<file path="src/rtl/fbg_pkg.sv">
`timescale 1ns/1ps
package fbg_pkg;
   localparam int REG_ADDR_W = 2;
   localparam logic [REG_ADDR_W-1:0] ADR_DIV_LO = 2'd0;
   localparam logic [REG_ADDR_W-1:0] ADR_DIV_HI = 2'd1;
   localparam logic [REG_ADDR_W-1:0] ADR_FRAC   = 2'd2;
   localparam logic [REG_ADDR_W-1:0] ADR_LCTRL  = 2'd3;
   localparam int ACCESS_BIT = 7;
   localparam logic [7:0] LCTRL_RST  = 8'h00;
   localparam logic [7:0] FRAC_RST   = 8'h10;
   localparam logic [7:0] DIV_LO_RST = 8'h01;
endpackage

</file>
<file path="src/rtl/fbg_regs.sv">
`timescale 1ns/1ps
module fbg_regs
   import fbg_pkg::*;
#(
   parameter int DIV_W  = 16,
   parameter int FRAC_W = 4
) (
   input  logic                  clk,
   input  logic                  rst_n,
   input  logic                  reg_we,
   input  logic [REG_ADDR_W-1:0] reg_addr,
   input  logic [7:0]            reg_wdata,
   output logic [7:0]            reg_rdata,
   output logic [DIV_W-1:0]      divisor,
   output logic [FRAC_W-1:0]     mul,
   output logic [FRAC_W-1:0]     add,
   output logic                  restart
);
   logic [7:0] lctrl_q, frac_q, lo_q, hi_view;
   logic       access, wr_lo, wr_hi, wr_frac;

   initial begin
      assert (DIV_W == 8 || DIV_W == 16) else $error("DIV_W must be 8 or 16");
      assert (2 * FRAC_W == 8) else $error("fractional fields must fill one byte");
   end

   assign access  = lctrl_q[ACCESS_BIT];
   assign wr_lo   = reg_we && (reg_addr == ADR_DIV_LO) && access;
   assign wr_frac = reg_we && (reg_addr == ADR_FRAC);
   assign restart = wr_lo || wr_hi || wr_frac;
   assign mul     = frac_q[2*FRAC_W-1:FRAC_W];
   assign add     = frac_q[FRAC_W-1:0];

   always_ff @(posedge clk or negedge rst_n) begin
      if (!rst_n) begin
         lctrl_q <= LCTRL_RST;
         frac_q  <= FRAC_RST;
         lo_q    <= DIV_LO_RST;
      end else begin
         if (reg_we && reg_addr == ADR_LCTRL) lctrl_q <= reg_wdata;
         if (wr_frac) frac_q <= reg_wdata;
         if (wr_lo)   lo_q   <= reg_wdata;
      end
   end

   generate
      if (DIV_W > 8) begin : g_hi
         logic [DIV_W-9:0] hi_q;
         assign wr_hi = reg_we && (reg_addr == ADR_DIV_HI) && access;
         always_ff @(posedge clk or negedge rst_n) begin
            if (!rst_n)     hi_q <= '0;
            else if (wr_hi) hi_q <= reg_wdata[DIV_W-9:0];
         end
         assign divisor = {hi_q, lo_q};
         assign hi_view = 8'(hi_q);
      end else begin : g_no_hi
         assign wr_hi   = 1'b0;
         assign divisor = lo_q[DIV_W-1:0];
         assign hi_view = 8'h00;
      end
   endgenerate

   always_comb begin
      unique case (reg_addr)
         ADR_DIV_LO: reg_rdata = access ? lo_q : 8'h00;
         ADR_DIV_HI: reg_rdata = access ? hi_view : 8'h00;
         ADR_FRAC:   reg_rdata = frac_q;
         default:    reg_rdata = lctrl_q;
      endcase
   end

   AST_LOCKED_DIV: assert property (@(posedge clk) disable iff (!rst_n)
      (reg_we && !access && (reg_addr == ADR_DIV_LO || reg_addr == ADR_DIV_HI))
      |=> $stable(divisor));
   AST_LCTRL_NO_RESTART: assert property (@(posedge clk) disable iff (!rst_n)
      (reg_we && reg_addr == ADR_LCTRL) |-> !restart);
endmodule

</file>
<file path="src/rtl/fbg_divcnt.sv">
`timescale 1ns/1ps
module fbg_divcnt #(
   parameter int DIV_W = 16
) (
   input  logic             clk,
   input  logic             rst_n,
   input  logic             restart,
   input  logic [DIV_W-1:0] divisor,
   output logic             wrap
);
   logic [DIV_W-1:0] cnt_q, last;

   assign last = (divisor == '0) ? '0 : divisor - 1'b1;
   assign wrap = (cnt_q == last) && !restart;

   always_ff @(posedge clk or negedge rst_n) begin
      if (!rst_n)            cnt_q <= '0;
      else if (restart)      cnt_q <= '0;
      else if (cnt_q == last) cnt_q <= '0;
      else                   cnt_q <= cnt_q + 1'b1;
   end

   AST_CNT_IN_RANGE: assert property (@(posedge clk) disable iff (!rst_n)
      cnt_q <= last);
   AST_RESTART_CLEARS: assert property (@(posedge clk) disable iff (!rst_n)
      restart |=> cnt_q == '0);
endmodule

</file>
<file path="src/rtl/fbg_frac.sv">
`timescale 1ns/1ps
module fbg_frac #(
   parameter int FRAC_W = 4,
   parameter bit ENABLE = 1'b1
) (
   input  logic              clk,
   input  logic              rst_n,
   input  logic              restart,
   input  logic              wrap,
   input  logic [FRAC_W-1:0] mul,
   input  logic [FRAC_W-1:0] add,
   output logic              fire
);
   generate
      if (ENABLE) begin : g_frac
         logic [FRAC_W-1:0] acc_q;
         logic              extra_q, active, carry;
         logic [FRAC_W:0]   sum;

         assign active = (add != '0) && (add < mul);
         assign sum    = {1'b0, acc_q} + {1'b0, add};
         assign carry  = sum >= {1'b0, mul};
         assign fire   = wrap && (!active || extra_q || !carry);

         always_ff @(posedge clk or negedge rst_n) begin
            if (!rst_n) begin
               acc_q   <= '0;
               extra_q <= 1'b0;
            end else if (restart) begin
               acc_q   <= '0;
               extra_q <= 1'b0;
            end else if (wrap && active) begin
               if (extra_q) begin
                  extra_q <= 1'b0;
               end else if (carry) begin
                  acc_q   <= FRAC_W'(sum - {1'b0, mul});
                  extra_q <= 1'b1;
               end else begin
                  acc_q   <= sum[FRAC_W-1:0];
               end
            end
         end

         AST_ACC_BELOW_MUL: assert property (@(posedge clk) disable iff (!rst_n)
            active |-> acc_q < mul);
         AST_EXTRA_NEEDS_ACTIVE: assert property (@(posedge clk) disable iff (!rst_n)
            extra_q |-> active);
         AST_SINGLE_STRETCH: assert property (@(posedge clk) disable iff (!rst_n)
            (extra_q && wrap) |=> !extra_q);
      end else begin : g_plain
         assign fire = wrap;
      end
   endgenerate
endmodule

</file>
<file path="src/rtl/fbg_ticks.sv">
`timescale 1ns/1ps
module fbg_ticks #(
   parameter int OVERSAMPLE = 16
) (
   input  logic clk,
   input  logic rst_n,
   input  logic restart,
   input  logic fire,
   output logic tick16,
   output logic bit_tick
);
   localparam int SUB_W = $clog2(OVERSAMPLE);
   localparam logic [SUB_W-1:0] SUB_LAST = SUB_W'(OVERSAMPLE - 1);

   logic [SUB_W-1:0] sub_q;

   initial assert (OVERSAMPLE >= 2 && (OVERSAMPLE & (OVERSAMPLE - 1)) == 0)
      else $error("OVERSAMPLE must be a power of two");

   always_ff @(posedge clk or negedge rst_n) begin
      if (!rst_n) begin
         tick16 <= 1'b0; bit_tick <= 1'b0; sub_q <= '0;
      end else if (restart) begin
         tick16 <= 1'b0; bit_tick <= 1'b0; sub_q <= '0;
      end else begin
         tick16   <= fire;
         bit_tick <= fire && (sub_q == SUB_LAST);
         if (fire) sub_q <= sub_q + 1'b1;
      end
   end
endmodule

</file>
<file path="src/rtl/frac_baud_gen.sv">
`timescale 1ns/1ps
module frac_baud_gen
   import fbg_pkg::*;
#(
   parameter int DIV_W      = 16,
   parameter int FRAC_W     = 4,
   parameter int OVERSAMPLE = 16,
   parameter bit FRAC_EN    = 1'b1
) (
   input  logic       clk,
   input  logic       rst_n,
   input  logic       reg_we,
   input  logic [1:0] reg_addr,
   input  logic [7:0] reg_wdata,
   output logic [7:0] reg_rdata,
   output logic       tick16,
   output logic       bit_tick
);
   logic [DIV_W-1:0]  divisor;
   logic [FRAC_W-1:0] mul, add;
   logic              restart, wrap, fire;

   fbg_regs #(.DIV_W(DIV_W), .FRAC_W(FRAC_W)) u_regs (
      .clk(clk), .rst_n(rst_n), .reg_we(reg_we), .reg_addr(reg_addr),
      .reg_wdata(reg_wdata), .reg_rdata(reg_rdata), .divisor(divisor),
      .mul(mul), .add(add), .restart(restart));

   fbg_divcnt #(.DIV_W(DIV_W)) u_cnt (
      .clk(clk), .rst_n(rst_n), .restart(restart), .divisor(divisor), .wrap(wrap));

   fbg_frac #(.FRAC_W(FRAC_W), .ENABLE(FRAC_EN)) u_frac (
      .clk(clk), .rst_n(rst_n), .restart(restart), .wrap(wrap),
      .mul(mul), .add(add), .fire(fire));

   fbg_ticks #(.OVERSAMPLE(OVERSAMPLE)) u_ticks (
      .clk(clk), .rst_n(rst_n), .restart(restart), .fire(fire),
      .tick16(tick16), .bit_tick(bit_tick));

   AST_BIT_ON_TICK: assert property (@(posedge clk) disable iff (!rst_n)
      bit_tick |-> tick16);
   AST_QUIET_AFTER_RESTART: assert property (@(posedge clk) disable iff (!rst_n)
      restart |=> !tick16);
endmodule

</file>
<file path="config.mk">
export PLATFORM = sky130hd
export DESIGN_NAME = frac_baud_gen
export DESIGN_NICKNAME = d
export VERILOG_FILES = /design/src/rtl/fbg_pkg.sv /design/src/rtl/fbg_regs.sv /design/src/rtl/fbg_divcnt.sv /design/src/rtl/fbg_frac.sv /design/src/rtl/fbg_ticks.sv /design/src/rtl/frac_baud_gen.sv
export SDC_FILE = /design/constraint.sdc
export NUM_CORES = 1
export LEC_CHECK = 0
export ABC_AREA = 0
export CAP_MARGIN = 10
export CORE_MARGIN = 3
export CORE_UTILIZATION = 55
export CTS_CLUSTER_SIZE = 25
export DETAILED_ROUTE_END_ITERATION = 6
export PLACE_DENSITY = 0.74
export SETUP_SLACK_MARGIN = 0.02
export SYNTH_ARGS = -nofsm -noshare
export SYNTH_HDL_FRONTEND = slang
export SYNTH_HIERARCHICAL = 1
export SYNTH_SLANG_ARGS = --single-unit
</file>
<file path="constraint.sdc">
create_clock -name clk -period 3.4 [get_ports clk]
set_clock_uncertainty 0.1 [all_clocks]
set_input_delay 0.51 -clock clk [delete_from_list [all_inputs] [get_ports clk]]
set_output_delay 0.51 -clock clk [all_outputs]
set_load 0.02 [all_outputs]
</file>
* Word level (Yosys, flattened, before mapping)
Cells that the tools add are included.
Word-level totals: register bits 59, input bits 13, output and inout port bits 10
Cells by class: add/subtract/negate cells 5, order comparisons 2, eq/ne operators 6, mux-type cells 18, reduce and logical (&&, ||, !) cells 24
Operator list (number):
- two-way mux 16 bit | 3
- two-way mux 4 bit | 6
- one-hot mux 8 bit (3 select lines) | 1
- adder 16 x 1 -> 16 bit (second input constant) | 1
- equality test 16 bit | 1
- zero test 16 bit | 1
- two-way mux 8 bit | 2
- subtractor 16 x 1 -> 16 bit (second input constant) | 1
- logical AND 1 bit | 11
- two-way mux 1 bit | 6
- adder 4 x 4 -> 5 bit | 1
- >= comparator 5 x 4 -> 1 bit | 1
- adder 4 x 1 -> 4 bit (second input constant) | 1
- equality test 2 bit (second input constant) | 2
- equality test 4 bit (second input constant) | 1
- logical OR 1 bit | 4
- less-than comparator 4 bit | 1
- nonzero test 2 bit | 2
- nonzero test 4 bit | 1
- subtractor 4 bit | 1
- zero test 1 bit | 3
- equality test 2 x 1 -> 1 bit (second input constant) | 1
- zero test 2 bit | 1
- != test 2 bit (second input constant) | 1
- AND reduction 2 bit | 1

* Logic depth before layout (Yosys ltp)
Gate-level depths: netlist (run 1).
depth in word-level cells 10, depth in mapped cells 15

* Hierarchy
Netlist (run 1), hierarchy kept.
Modules (own cells, without submodules):
- fbg_divcnt | instances 1, cells an instance 180, area each 1574.0 um^2
- fbg_regs | instances 1, cells an instance 102, area each 1502.7 um^2
- fbg_frac | instances 1, cells an instance 71, area each 655.6 um^2
- fbg_ticks | instances 1, cells an instance 21, area each 286.5 um^2

* Worst setup path after synthesis (run 1)
No wires, ideal clock.
kind reg-to-reg, from register u_regs.lo_q[1], to register u_frac.g_frac.acc_q[3], arrival 3.338 ns, required time 3.180 ns, path slack -0.159 ns, cell stages (with the launch flop) 14, buffers on the path 0, clock period less this slack 3.559 ns, path through dfrtp_1 -> inv_1 -> ha_1 -> or3b_2 -> or3_1 -> a2bb2o_4 -> a32o_1 -> o2111ai_1 -> a2111oi_4 -> nor2b_1 -> inv_1 -> a2111oi_4 -> nor3b_1 -> a41o_1
On the way: cells in the longest elaborated chain, start to end 7, elaborated cells between the ends (all ways) 8, classes of those cells add/sub: 1; eq/ne: 1; mux: 1; reduce/logical: 5
Ends and longest elaborated chain:
- start, declared | line fbg_regs.sv:19 | logic [7:0] lctrl_q, frac_q, lo_q, hi_view;
- start signal, assigned | line fbg_regs.sv:42 | if (wr_lo) lo_q <= reg_wdata;
- subtractor 16 x 1 -> 16 bit / zero test 16 bit (equally long branches) | line fbg_divcnt.sv:13 | assign last = (divisor == '0) ? '0 : divisor - 1'b1;
- two-way mux 16 bit (*) | line fbg_divcnt.sv:13
- equality test 16 bit (*) | line fbg_divcnt.sv:14 | assign wrap = (cnt_q == last) && !restart;
- logical AND 1 bit (*) | line fbg_divcnt.sv:14
- named net wrap | line frac_baud_gen.sv:21 | logic restart, wrap, fire;
- logical AND 1 bit (*) | line fbg_frac.sv:32 | end else if (wrap && active) begin
- nonzero test 2 bit (no line) (*)
- AND reduction 2 bit (no line) (*)
- end signal, assigned | line fbg_frac.sv:36 | acc_q <= FRAC_W'(sum - {1'b0, mul});
- end signal, assigned | line fbg_frac.sv:39 | acc_q <= sum[FRAC_W-1:0];
- end, declared | line fbg_frac.sv:16 | logic [FRAC_W-1:0] acc_q;
Mark *: on every way through the listed nets, which the timed path passes. The rest lies on a longest branch. A chain may end at the register's enable or synchronous reset.

* Worst setup path in the final report (run 1)
from register u_regs.lo_q[4], to register u_frac.g_frac.acc_q[0]
Same word-level chain as after synthesis.

==> results of run 1 <==
area by class of cell:
cell class	count	area (sq um)
multi-input cells	283	2500
fillers	503	1970
flip-flops and latches	59	1480
repair buffers	70	583
clock buffers	10	128
well taps	96	120
clock inverters	6	88.8
inverters	17	63.8
cells by family (layout without fill, tap and decap cells):
family	after synthesis	in the layout	share of synthesized area
AND/OR/NAND/NOR	120	120	0.200
XOR/XNOR	36	36	0.0785
buffers and inverters	32	103	0.0414
flip-flops	59	59	0.368
adder cells (fa/ha/maj)	16	16	0.0536
multiplexers	52	52	0.141
AO/OA/AOI/OAI	59	59	0.118
critical path: stages, from the launching register on:
cell and delay [ps]:
dfrtp_1 420, or4_4 610, nor4_2 300, xor2_1 260
and3_1 210, o21ai_1 110, a2111oi_4 350, nor2b_4 220
inv_2 70, a2111oi_4 390, buf_4 210, o21ai_2 50
a21oi_1 110
per-stage QoR:
step / total power [mW] / instances / util
after floorplan: 1.74 / 374 / -
after global placement: 2.14 / 518 / 0.659
after detailed placement: 2.19 / 518 / 0.659
after CTS: 2.92 / 534 / 0.695
after global routing: 3.21 / 541 / 0.716
final: 3.03 / 541 / 0.716
placed cells by master (no fill, tap or decap), types with 13 or more instances in the layout:
master	Yosys	layout
inv_1	17	14
xnor2_1	23	21
clkdlybuf4s50_1	0	21
nand3_1	13	13
mux2i_1	18	18
nand2_1	13	13
buf_4	0	46
ha_1	14	13
mux2_2	33	33
dfrtp_1	57	55
nor2_1	14	13
power by group:
group	internal, mW	switching [mW]	leakage [nW]
sequential	0.833	0.174	0.748
clock	0.414	0.298	0.103
combinational	0.678	0.632	1.33
total	1.93	1.10	2.18
routing by layer:
metal	track usage	up-vias
met5	0	-
met4	0.0616	0
met3	0.0530	11
met2	0.405	72
met1	0.319	1603
li1	-	1515
repair_timing:
item,4_1_cts,5_1_grt
hold endpoints to repair,0,0
buffers inserted,0,7
hold buffers,0,0
endpoints found under the setup margin,10,10
resized for setup,9,19
pin swaps,1,11
worst paths after layout:
| path | start | endpoint | slack (ps) | cells past startpoint |
|---|---|---|---|---|
| hold reg to reg | u_regs/lctrl_q[5] | u_regs/lctrl_q[5] | 420 | 1 |
| setup reg to reg | u_regs/lo_q[4] | u_frac/g_frac.acc_q[0] | -90 | 12 |
| setup / recovery | u_regs/lo_q[4] | u_frac/g_frac.acc_q[0] | -90 | 12 |
| hold / removal | rst_n | u_regs/lctrl_q[5] | 210 | 1 |
| max in group asynchronous | rst_n | u_cnt/cnt_q[2] | 2250 | 2 |
| min in group clk | u_regs/lctrl_q[5] | u_regs/lctrl_q[5] | 420 | 1 |
registers in the layout, indices dropped and copies added, names as in the netlist:
| signal | count |
|---|---|
| u_cnt/cnt_q | 16 |
| u_frac/g_frac.acc_q | 4 |
| u_frac/g_frac.extra_q | 1 |
| u_regs/frac_q | 8 |
| u_regs/g_hi.hi_q | 8 |
| u_regs/lctrl_q | 8 |
| u_regs/lo_q | 8 |
| u_ticks/bit_tick | 1 |
| u_ticks/sub_q | 4 |
| u_ticks/tick16 | 1 |
==> impl_metrics.csv, run 1 <==
group,metric,value,unit
logic_synthesis,syn_nets,403,
route,met3_length,348,um
placement,place_area,4580,sq um
global_routing,grt_usage,0.243,
cts,cts_tree,"built",
cts,clkTransAtPathRegs,80,ps
layout,final_nets,469,
route,num_vias,3201,
job,cap_viol_max_count,0,
floorplanning,core.rowCount,30,
logic_synthesis,synth.avg_cell_area,10.7,sq um
route,first_pass_iters,5,
timing,max_freq,287,MHz
global_routing,gr-total-overflow,0,
placement,port_buffers,22,
logic_synthesis,synth_area,4020,sq um
floorplanning,die-area,8370,sq um
pwr,p_leak,2.18,nW
logic_synthesis,synthDistinctLibCells,69,
global_routing,grt_pass1_wl,16100,um
logic_synthesis,synth_commonest_cells,"dfrtp_1, mux2_2, xnor2_1",
timing,worst_pin_slew,967,ps
floorplanning,start_util,0.579,
timing,rsz0062_at_grt,"true",
cts,htree_num_levels,3,
global_routing,grt_max_degree,44,
route,wirelength,9790,um
logic_synthesis,yosysTopAreaCell,"dfrtp_1",
logic_synthesis,synth-seq-cells,59,
cts,numCtsBuffers,9,
setup_path,critical_path_class,"reg -> reg",
route,wire_per_inst,18.1,um
logic_synthesis,yosysMostFrequentCell,"dfrtp_1",
route,first_iter_violations,222,
route,drt-met1-wl,4480,um
timing,relSlewSlack,0.355,
route,routed-wl-met2,4870,um
logic_synthesis,synth-edff-count,0,
logic_synthesis,ys_seq_area_frac,0.368,
logic_synthesis,ys_warn_count,6,
logic_synthesis,synth_top_area_share,0.355,
logic_synthesis,synth_ff_type,"dfrtp_1",
timing,hold_ws,214,ps
layout,drive_gt1_frac,0.344,
pwr,vdd_ir_drop_max,0.333,mV
cts,clock_latency,340,ps
floorplanning,die_w,91.5,um
setup_path,arrival,3660,ps
timing,fin_tns_setup,-343,ps
logic_synthesis,synth_area_leaders,"dfrtp_1, mux2_2, xnor2_1",
global_routing,grt_pass1_vias,3306,
worst_hold_path,hold_class,"in -> async",
timing,min_period,3490,ps
setup_path,start_kind,"flip-flop",
timing,hold_viol_final,0,
setup_path,cp-end-kind,"flip-flop",
timing,fin_crit_sh,1.03,
status,status,"finished with violations",
floorplanning,coreArea,6940,sq um
route,vias_per_cell,5.92,
placement,pre_cts_ws,-153,ps
setup_path,cp_data_required_time,3570,ps
layout,diodes,0,
setup_path,cp_max_fo,6,
cts,clk_path_buf_depth,2,
pwr,powerDensity,609,nW/um^2
floorplanning,die_h,91.5,um
global_routing,antenna_found_initial,0,
placement,place.gp.congestion,0.846,
logic_synthesis,synth_cells,374,
route,final_antenna_net_count,0,
status,failed_checks,"negative setup slack",
timing,worst_slack,-89.1,ps
cts,clock_sinks,59,
timing,setup_viol,5,
layout,syn2layout_area_growth,23.7,%
layout,finalInstanceArea,4970,sq um
placement,hpwl,6930,um
timing,drv_slew,0,
logic_synthesis,async_flop_share,1.00,
route,drc,0,
cts,cts_root_buf,"clkbuf_8",
route,dr.max_layer_used,"met4",
floorplanning,ios,23,
(Power assumes the default switching activity.)
==> inputs of run 2 (changes only) <==
Settings changed: CORE_UTILIZATION 55 to 50, PLACE_DENSITY 0.74 to 0.68, TNS_END_PERCENT from default to 5.
==> run 2 against run 1 <==
Compared with the run above: the flow now finishes without violations; largest power group unchanged; critical path type unchanged; count of clock-buffer cells in the layout unchanged; clock power increased by 13%; non-clock buffer count decreased by 9; flip-flop and latch count unchanged; setup slack improved by 110 ps; via count decreased by 2.9%; routed wire length decreased by 3.7%; cell count decreased by 0.55%; die area increased by 9.3%; utilization decreased by 8.1 points; critical path depth increased by 1.
==> impl_metrics.csv, run 2 (same netlist as run 1, synthesis figures left out) <==
group,metric,value,unit
layout,largest_register,"u_cnt/cnt_q",
setup_path,reg2reg_slack,20,ps
layout,final_nets,460,
setup_path,critical_path_class,"reg -> reg",
timing,rsz0062_at_grt,"true",
setup_path,crit_top_cell,"a2111oi_4",
global_routing,grt_max_degree,60,
status,status,"complete, no violations",
layout,mostFrequentLayoutCells,"dfrtp_1, buf_4, mux2_2",
setup_path,path_delay_family,"compound AO/OA/AOI/OAI gates",
layout,layout_commonest_cell,"dfrtp_1",
job,cap_viol_max_count,0,
cts,clk_path_buf_depth,2,
placement,port_buffers,22,
floorplanning,core.rowCount,32,
setup_path,cp_data_required_time,3530,ps
global_routing,antenna_found_initial,0,
placement,place.gp.congestion,0.867,
timing,drv_slew,0,
route,num_vias,3109,
route,drc,0,
floorplanning,coreArea,7770,sq um
global_routing,use_met1,0.299,
cts,htree_num_levels,3,
setup_path,path_cells,"buf_6, or4_4, or3_4, a221oi_2, o2bb2ai_1, o2111ai_2, a2111oi_4, nor2b_4, inv_4, a2111oi_4, buf_4, nor3_1, a41o_1",
setup_path,reg2reg_from,"u_regs/lo_q[2]",
setup_path,crit_buf_inv,3,
pwr,powerDensity,613,nW/um^2
route,first_iter_violations,85,
route,first_pass_iters,4,
placement,hpwl,6690,um
floorplanning,start_util,0.517,
setup_path,cp_max_fo,7,
floorplanning,die_h,95.7,um
layout,finish.utilization,0.634,
global_routing,grt_usage,0.227,
setup_path,crit_slowest_cell,"or4_4",
pwr,vdd_ir_drop_max,0.323,mV
setup_path,cp-startpoint,"u_regs/lo_q[2]",
timing,relSlewSlack,0.484,
global_routing,grt_pass1_vias,3214,
timing,min_period,3380,ps
placement,pre_cts_ws,-157,ps
pwr,p_leak,2.15,nW
cts,clkTransAtPathRegs,80,ps
cts,numCtsBuffers,9,
layout,diodes,0,
cts,clock_sinks,59,
global_routing,use_met3,0.0403,
route,wire_per_inst,17.5,um
cts,cts_root_buf,"clkbuf_8",
setup_path,rr_worst_depth,13,
layout,instances_no_fill,538,
route,wirelength,9420,um
setup_path,r2r_end,"u_frac/g_frac.acc_q[1]",
cts,clock_latency,350,ps
timing,worst_slack,16.0,ps
floorplanning,die_w,95.7,um
floorplanning,die-area,9150,sq um
timing,max_freq,296,MHz
setup_path,arrival,3520,ps
placement,place_area,4510,sq um
global_routing,grt_pass1_wl,16100,um
timing,worst_pin_slew,773,ps
placement,dp_cells,516,
global_routing,gr-usage-met2,0.379,
cts,cts_tree,"built",
global_routing,busiest_layer,"met2",
setup_path,max_stage_delay,520,ps
layout,largest_reg_flops,16,
layout,drive_gt1_frac,0.321,
route,final_antenna_net_count,0,
floorplanning,ios,23,
global_routing,gr-total-overflow,0,
route,vias_per_cell,5.78,
timing,hold_viol_final,0,
layout,finalInstanceArea,4930,sq um
setup_path,start_kind,"flip-flop",
timing,fin_crit_sh,0.995,
setup_path,cp-end-kind,"flip-flop",
layout,syn2layout_area_growth,22.6,%
timing,setup_viol,0,
worst_hold_path,hold_class,"in -> async",
run 2: how the worst max path moves through the flow:
stage	slack, ps	cells after the start	end
2_1_floorplan	-160	13	u_frac/g_frac.acc_q[3]
6_report	20	13	u_frac/g_frac.acc_q[1]
4_1_cts	-20	13	u_frac/g_frac.acc_q[1]
3_5_place_dp	-160	11	u_frac/g_frac.acc_q[3]
5_1_grt	-140	16	u_frac/g_frac.acc_q[1]
3_3_place_gp	-100	11	u_frac/g_frac.acc_q[3]
run 2: repair_timing:
item	4_1_cts	5_1_grt
setup endpoints to repair	9	10
pin swaps	6	8
gates cloned	0	1
hold buffers	0	0
gates resized for setup	17	10
setup buffers	4	1
run 2: layer usage:
metal	wire length, um	vias up	share of wire
met3	207	9	0.022
met1	4460	1566	0.47
met2	4620	41	0.49
met5	0	-	0
met4	134	0	0.014
li1	-	1493	-
run 2: through the flow:
stage	TNS [ps]	power, mW	hold slack [ps]
detailed placement	-680	2.14	395
global placement	-342	2.11	387
finish	0	3.02	216
floorplan	-532	1.72	114
global route	-929	3.21	276
CTS	-26.4	3.01	239
run 2: worst reg2reg max path: cells and delay by family (launching register included):
family,cells,cell delay [ps]
AO/OA/AOI/OAI,6,1240
flip-flops,1,410
AND/OR/NAND/NOR,4,1150
buffers and inverters,3,390
run 2: area by class of cell:
type	count	area, sq um
clock buffers	10	138
clock inverters	6	113
fillers	637	2840
inverters	17	66.3
multi-input cells	283	2480
flip-flops and latches	59	1480
well taps	102	128
repair buffers	61	524
run 2: report_power, final:
part / internal [mW] / switching, mW
Clock: 0.506 / 0.295
Combinational: 0.623 / 0.612
Sequential: 0.831 / 0.152
Total: 1.96 / 1.06
==> inputs of run 3 (changes only) <==
Settings changed: ABC_AREA 0 to 1, CORE_MARGIN 3 to 5, GPL_TIMING_DRIVEN from default to 0.
==> run 3 against run 2 <==
Compared with the run above: power is 9.3% higher; design area is 0.38% lower; hold slack worse by 190 ps; global-route usage is 0.91 points lower; cell count is 34% higher; critical endpoint unchanged; largest cell class unchanged.
==> impl_metrics.csv, run 3 <==
group,metric,value,unit
pwr,p_leak,2.43,nW
logic_synthesis,synth-seq-cells,59,
logic_synthesis,synth_cells,581,
placement,place.gp.congestion,0.913,
timing,max_freq,324,MHz
global_routing,grt_usage,0.218,
logic_synthesis,yosysMostFrequentCell,"nand2_1",
layout,largest_reg_flops,16,
route,first_iter_violations,216,
pwr,total_power,3.30,mW
setup_path,cp-end-kind,"flip-flop",
layout,diodes,0,
timing,rsz0062_at_grt,"false",
setup_path,crit_top_cell,"nand2_1",
setup_path,arrival,3210,ps
cts,post_cts_buffers,0,
route,drc,0,
timing,setup_viol,0,
placement,place_area,4650,sq um
cts,htree_num_levels,3,
timing,worst_slack,315,ps
cts,numCtsBuffers,9,
timing,min_period,3090,ps
setup_path,rr_worst_depth,17,
setup_path,path_cells,"inv_1, ha_1, nand2_2, nor2_2, nand2_4, buf_6, nand3_1, nand2_1, nand3_1, nor2_1, nand3_2, nor3_4, nand4_1, nand2_1, nand2_1, nand2_1, nand2_1",
setup_path,crit_buf_inv,2,
layout,mostFrequentLayoutCells,"nand2_1, inv_1, nand3_1",
route,wire_per_inst,14.3,um
status,status,"complete, no violations",
logic_synthesis,synthDistinctLibCells,36,
worst_hold_path,hold_class,"in -> async",
logic_synthesis,yosysTopAreaCell,"dfrtp_1",
logic_synthesis,async_flop_share,1.00,
timing,drv_slew,0,
pwr,vdd_ir_drop_max,0.567,mV
global_routing,grt_max_degree,41,
setup_path,cp_max_fo,10,
floorplanning,die_w,103,um
placement,port_buffers,20,
logic_synthesis,synth_area_leaders,"dfrtp_1, nand2_1, nand3_1",
floorplanning,core.rowCount,33,
logic_synthesis,syn_nets,610,
layout,seqCellArea,1480,sq um
floorplanning,die_h,103,um
setup_path,critical_path_depth,17,
setup_path,reg2reg_from,"u_regs/lo_q[0]",
timing,hold_ws,26.5,ps
setup_path,critical_path_class,"reg -> reg",
layout,finish.utilization,0.591,
placement,pre_cts_ws,-51.0,ps
cts,clock_latency,340,ps
global_routing,antenna_found_initial,0,
global_routing,grt_pass1_wl,18000,um
setup_path,r2r_end,"u_frac/g_frac.acc_q[1]",
logic_synthesis,synth_area,4300,sq um
timing,fin_crit_sh,0.907,
setup_path,crit_slowest_cell,"dfstp_2",
layout,layout_commonest_cell,"nand2_1",
layout,largest_register,"u_cnt/cnt_q",
route,first_pass_iters,5,
logic_synthesis,synth_top_area_share,0.332,
setup_path,reg2reg_slack,310,ps
global_routing,gr-total-overflow,0,
logic_synthesis,synth-edff-count,0,
layout,final_nets,642,
floorplanning,start_util,0.518,
route,final_antenna_net_count,0,
floorplanning,ios,23,
pwr,powerDensity,672,nW/um^2
logic_synthesis,synth_ff_type,"dfrtp_1",
cts,cts_root_buf,"clkbuf_8",
floorplanning,coreArea,8300,sq um
timing,hold_viol_final,0,
cts,clk_path_buf_depth,2,
setup_path,start_kind,"flip-flop",
timing,relSlewSlack,0.311,
layout,multi_input_area,2420,sq um
logic_synthesis,ys_warn_count,6,
layout,finalInstanceArea,4910,sq um
logic_synthesis,synth.avg_cell_area,7.40,sq um
setup_path,cp_data_required_time,3530,ps
route,wirelength,10400,um
timing,worst_pin_slew,1030,ps
logic_synthesis,synth_commonest_cells,"nand2_1, inv_1, nand3_1",
job,cap_viol_max_count,0,
layout,drive_gt1_frac,0.178,
floorplanning,die-area,10600,sq um
layout,fillers,796,
placement,hpwl,7970,um
cts,clock_sinks,59,
cts,clkTransAtPathRegs,70,ps
cts,postCtsHoldBufs,0,
setup_path,max_stage_delay,570,ps
global_routing,grt_pass1_vias,3758,
setup_path,path_delay_family,"simple AND/OR/NAND/NOR gates",
cts,cts_tree,"built",
route,vias_per_cell,5.32,
logic_synthesis,ys_seq_area_frac,0.344,
route,num_vias,3848,
layout,syn2layout_area_growth,14.2,%
run 3: cell types whose count changed after synthesis, moves of 10 or more:
cell / before / now
inv_1: 17 / 73
xnor2_1: 23 / 1
nor2_2: 0 / 17
nand3_1: 13 / 66
nand4_1: 3 / 23
o21ai_2: 0 / 25
mux2i_1: 18 / 0
nor3_1: 11 / 1
mux2_2: 33 / 0
nor2_1: 14 / 49
nor3_2: 12 / 0
nand2_1: 13 / 157
run 3: cells by family (layout without fill, tap and decap cells):
kind of cell	Yosys count	in the layout	share of synthesized area
AND/OR/NAND/NOR	345	345	0.391
XOR/XNOR	8	8	0.0163
flip-flops	59	59	0.344
AO/OA/AOI/OAI	62	62	0.0992
adder cells (fa/ha/maj)	16	16	0.0501
buffers and inverters	91	128	0.0995
run 3: worst register-to-register path, stage by stage, from the launching register on:
cell and delay [ps]:
dfstp_2 570, inv_1 90, ha_1 260, nand2_2 150, nor2_2 70, nand2_4 130, buf_6 160, nand3_1 70
nand2_1 80, nand3_1 90, nor2_1 130, nand3_2 150, nor3_4 270, nand4_1 230, nand2_1 140, nand2_1 130
nand2_1 90, nand2_1 60
run 3: worst max path at each step:
stage | from | to
5_1_grt | u_regs/lo_q[0] | u_frac/g_frac.acc_q[0]
3_3_place_gp | rst_n | u_cnt/cnt_q[14]
4_1_cts | u_regs/lo_q[0] | u_ticks/sub_q[3]
2_1_floorplan | u_regs/frac_q[0] | u_ticks/sub_q[3]
6_report | u_regs/lo_q[0] | u_frac/g_frac.acc_q[1]
3_5_place_dp | reg_we | u_ticks/sub_q[3]
run 3: through the flow:
stage	instances	TNS [ps]
6_report	723	0
5_1_grt	723	0
4_1_cts	723	0
3_5_place_dp	707	-71.1
3_3_place_gp	706	-10550
2_1_floorplan	581	0
run 3: area by class of cell:
type,instances,area share
buffer,14,0.0260
clock buffer,13,0.0344
clock inverter,3,0.0140
inverter,77,0.0612
multi-input combinational,431,0.492
sequential,59,0.301
tap,105,0.0268
timing repair buffer,21,0.0438
run 3: power by group:
| part | total (mW) | switching [mW] | internal, mW |
|---|---|---|---|
| Combinational | 1.51 | 0.925 | 0.585 |
| Sequential | 1.03 | 0.189 | 0.843 |
| Clock | 0.757 | 0.282 | 0.475 |
run 3: layer usage:
metal	routed length, um	up-vias	GRT usage
met4	153	0	0.0626
li1	-	1946	-
met2	4790	61	0.336
met5	0	-	0
met1	4930	1827	0.309
met3	499	14	0.0480
run 3: what timing repair did:
action,4_1_cts,5_1_grt
hold endpoints to repair,0,0
endpoints found under the setup margin,2,11
gates resized for setup,1,5
pin swaps,0,1
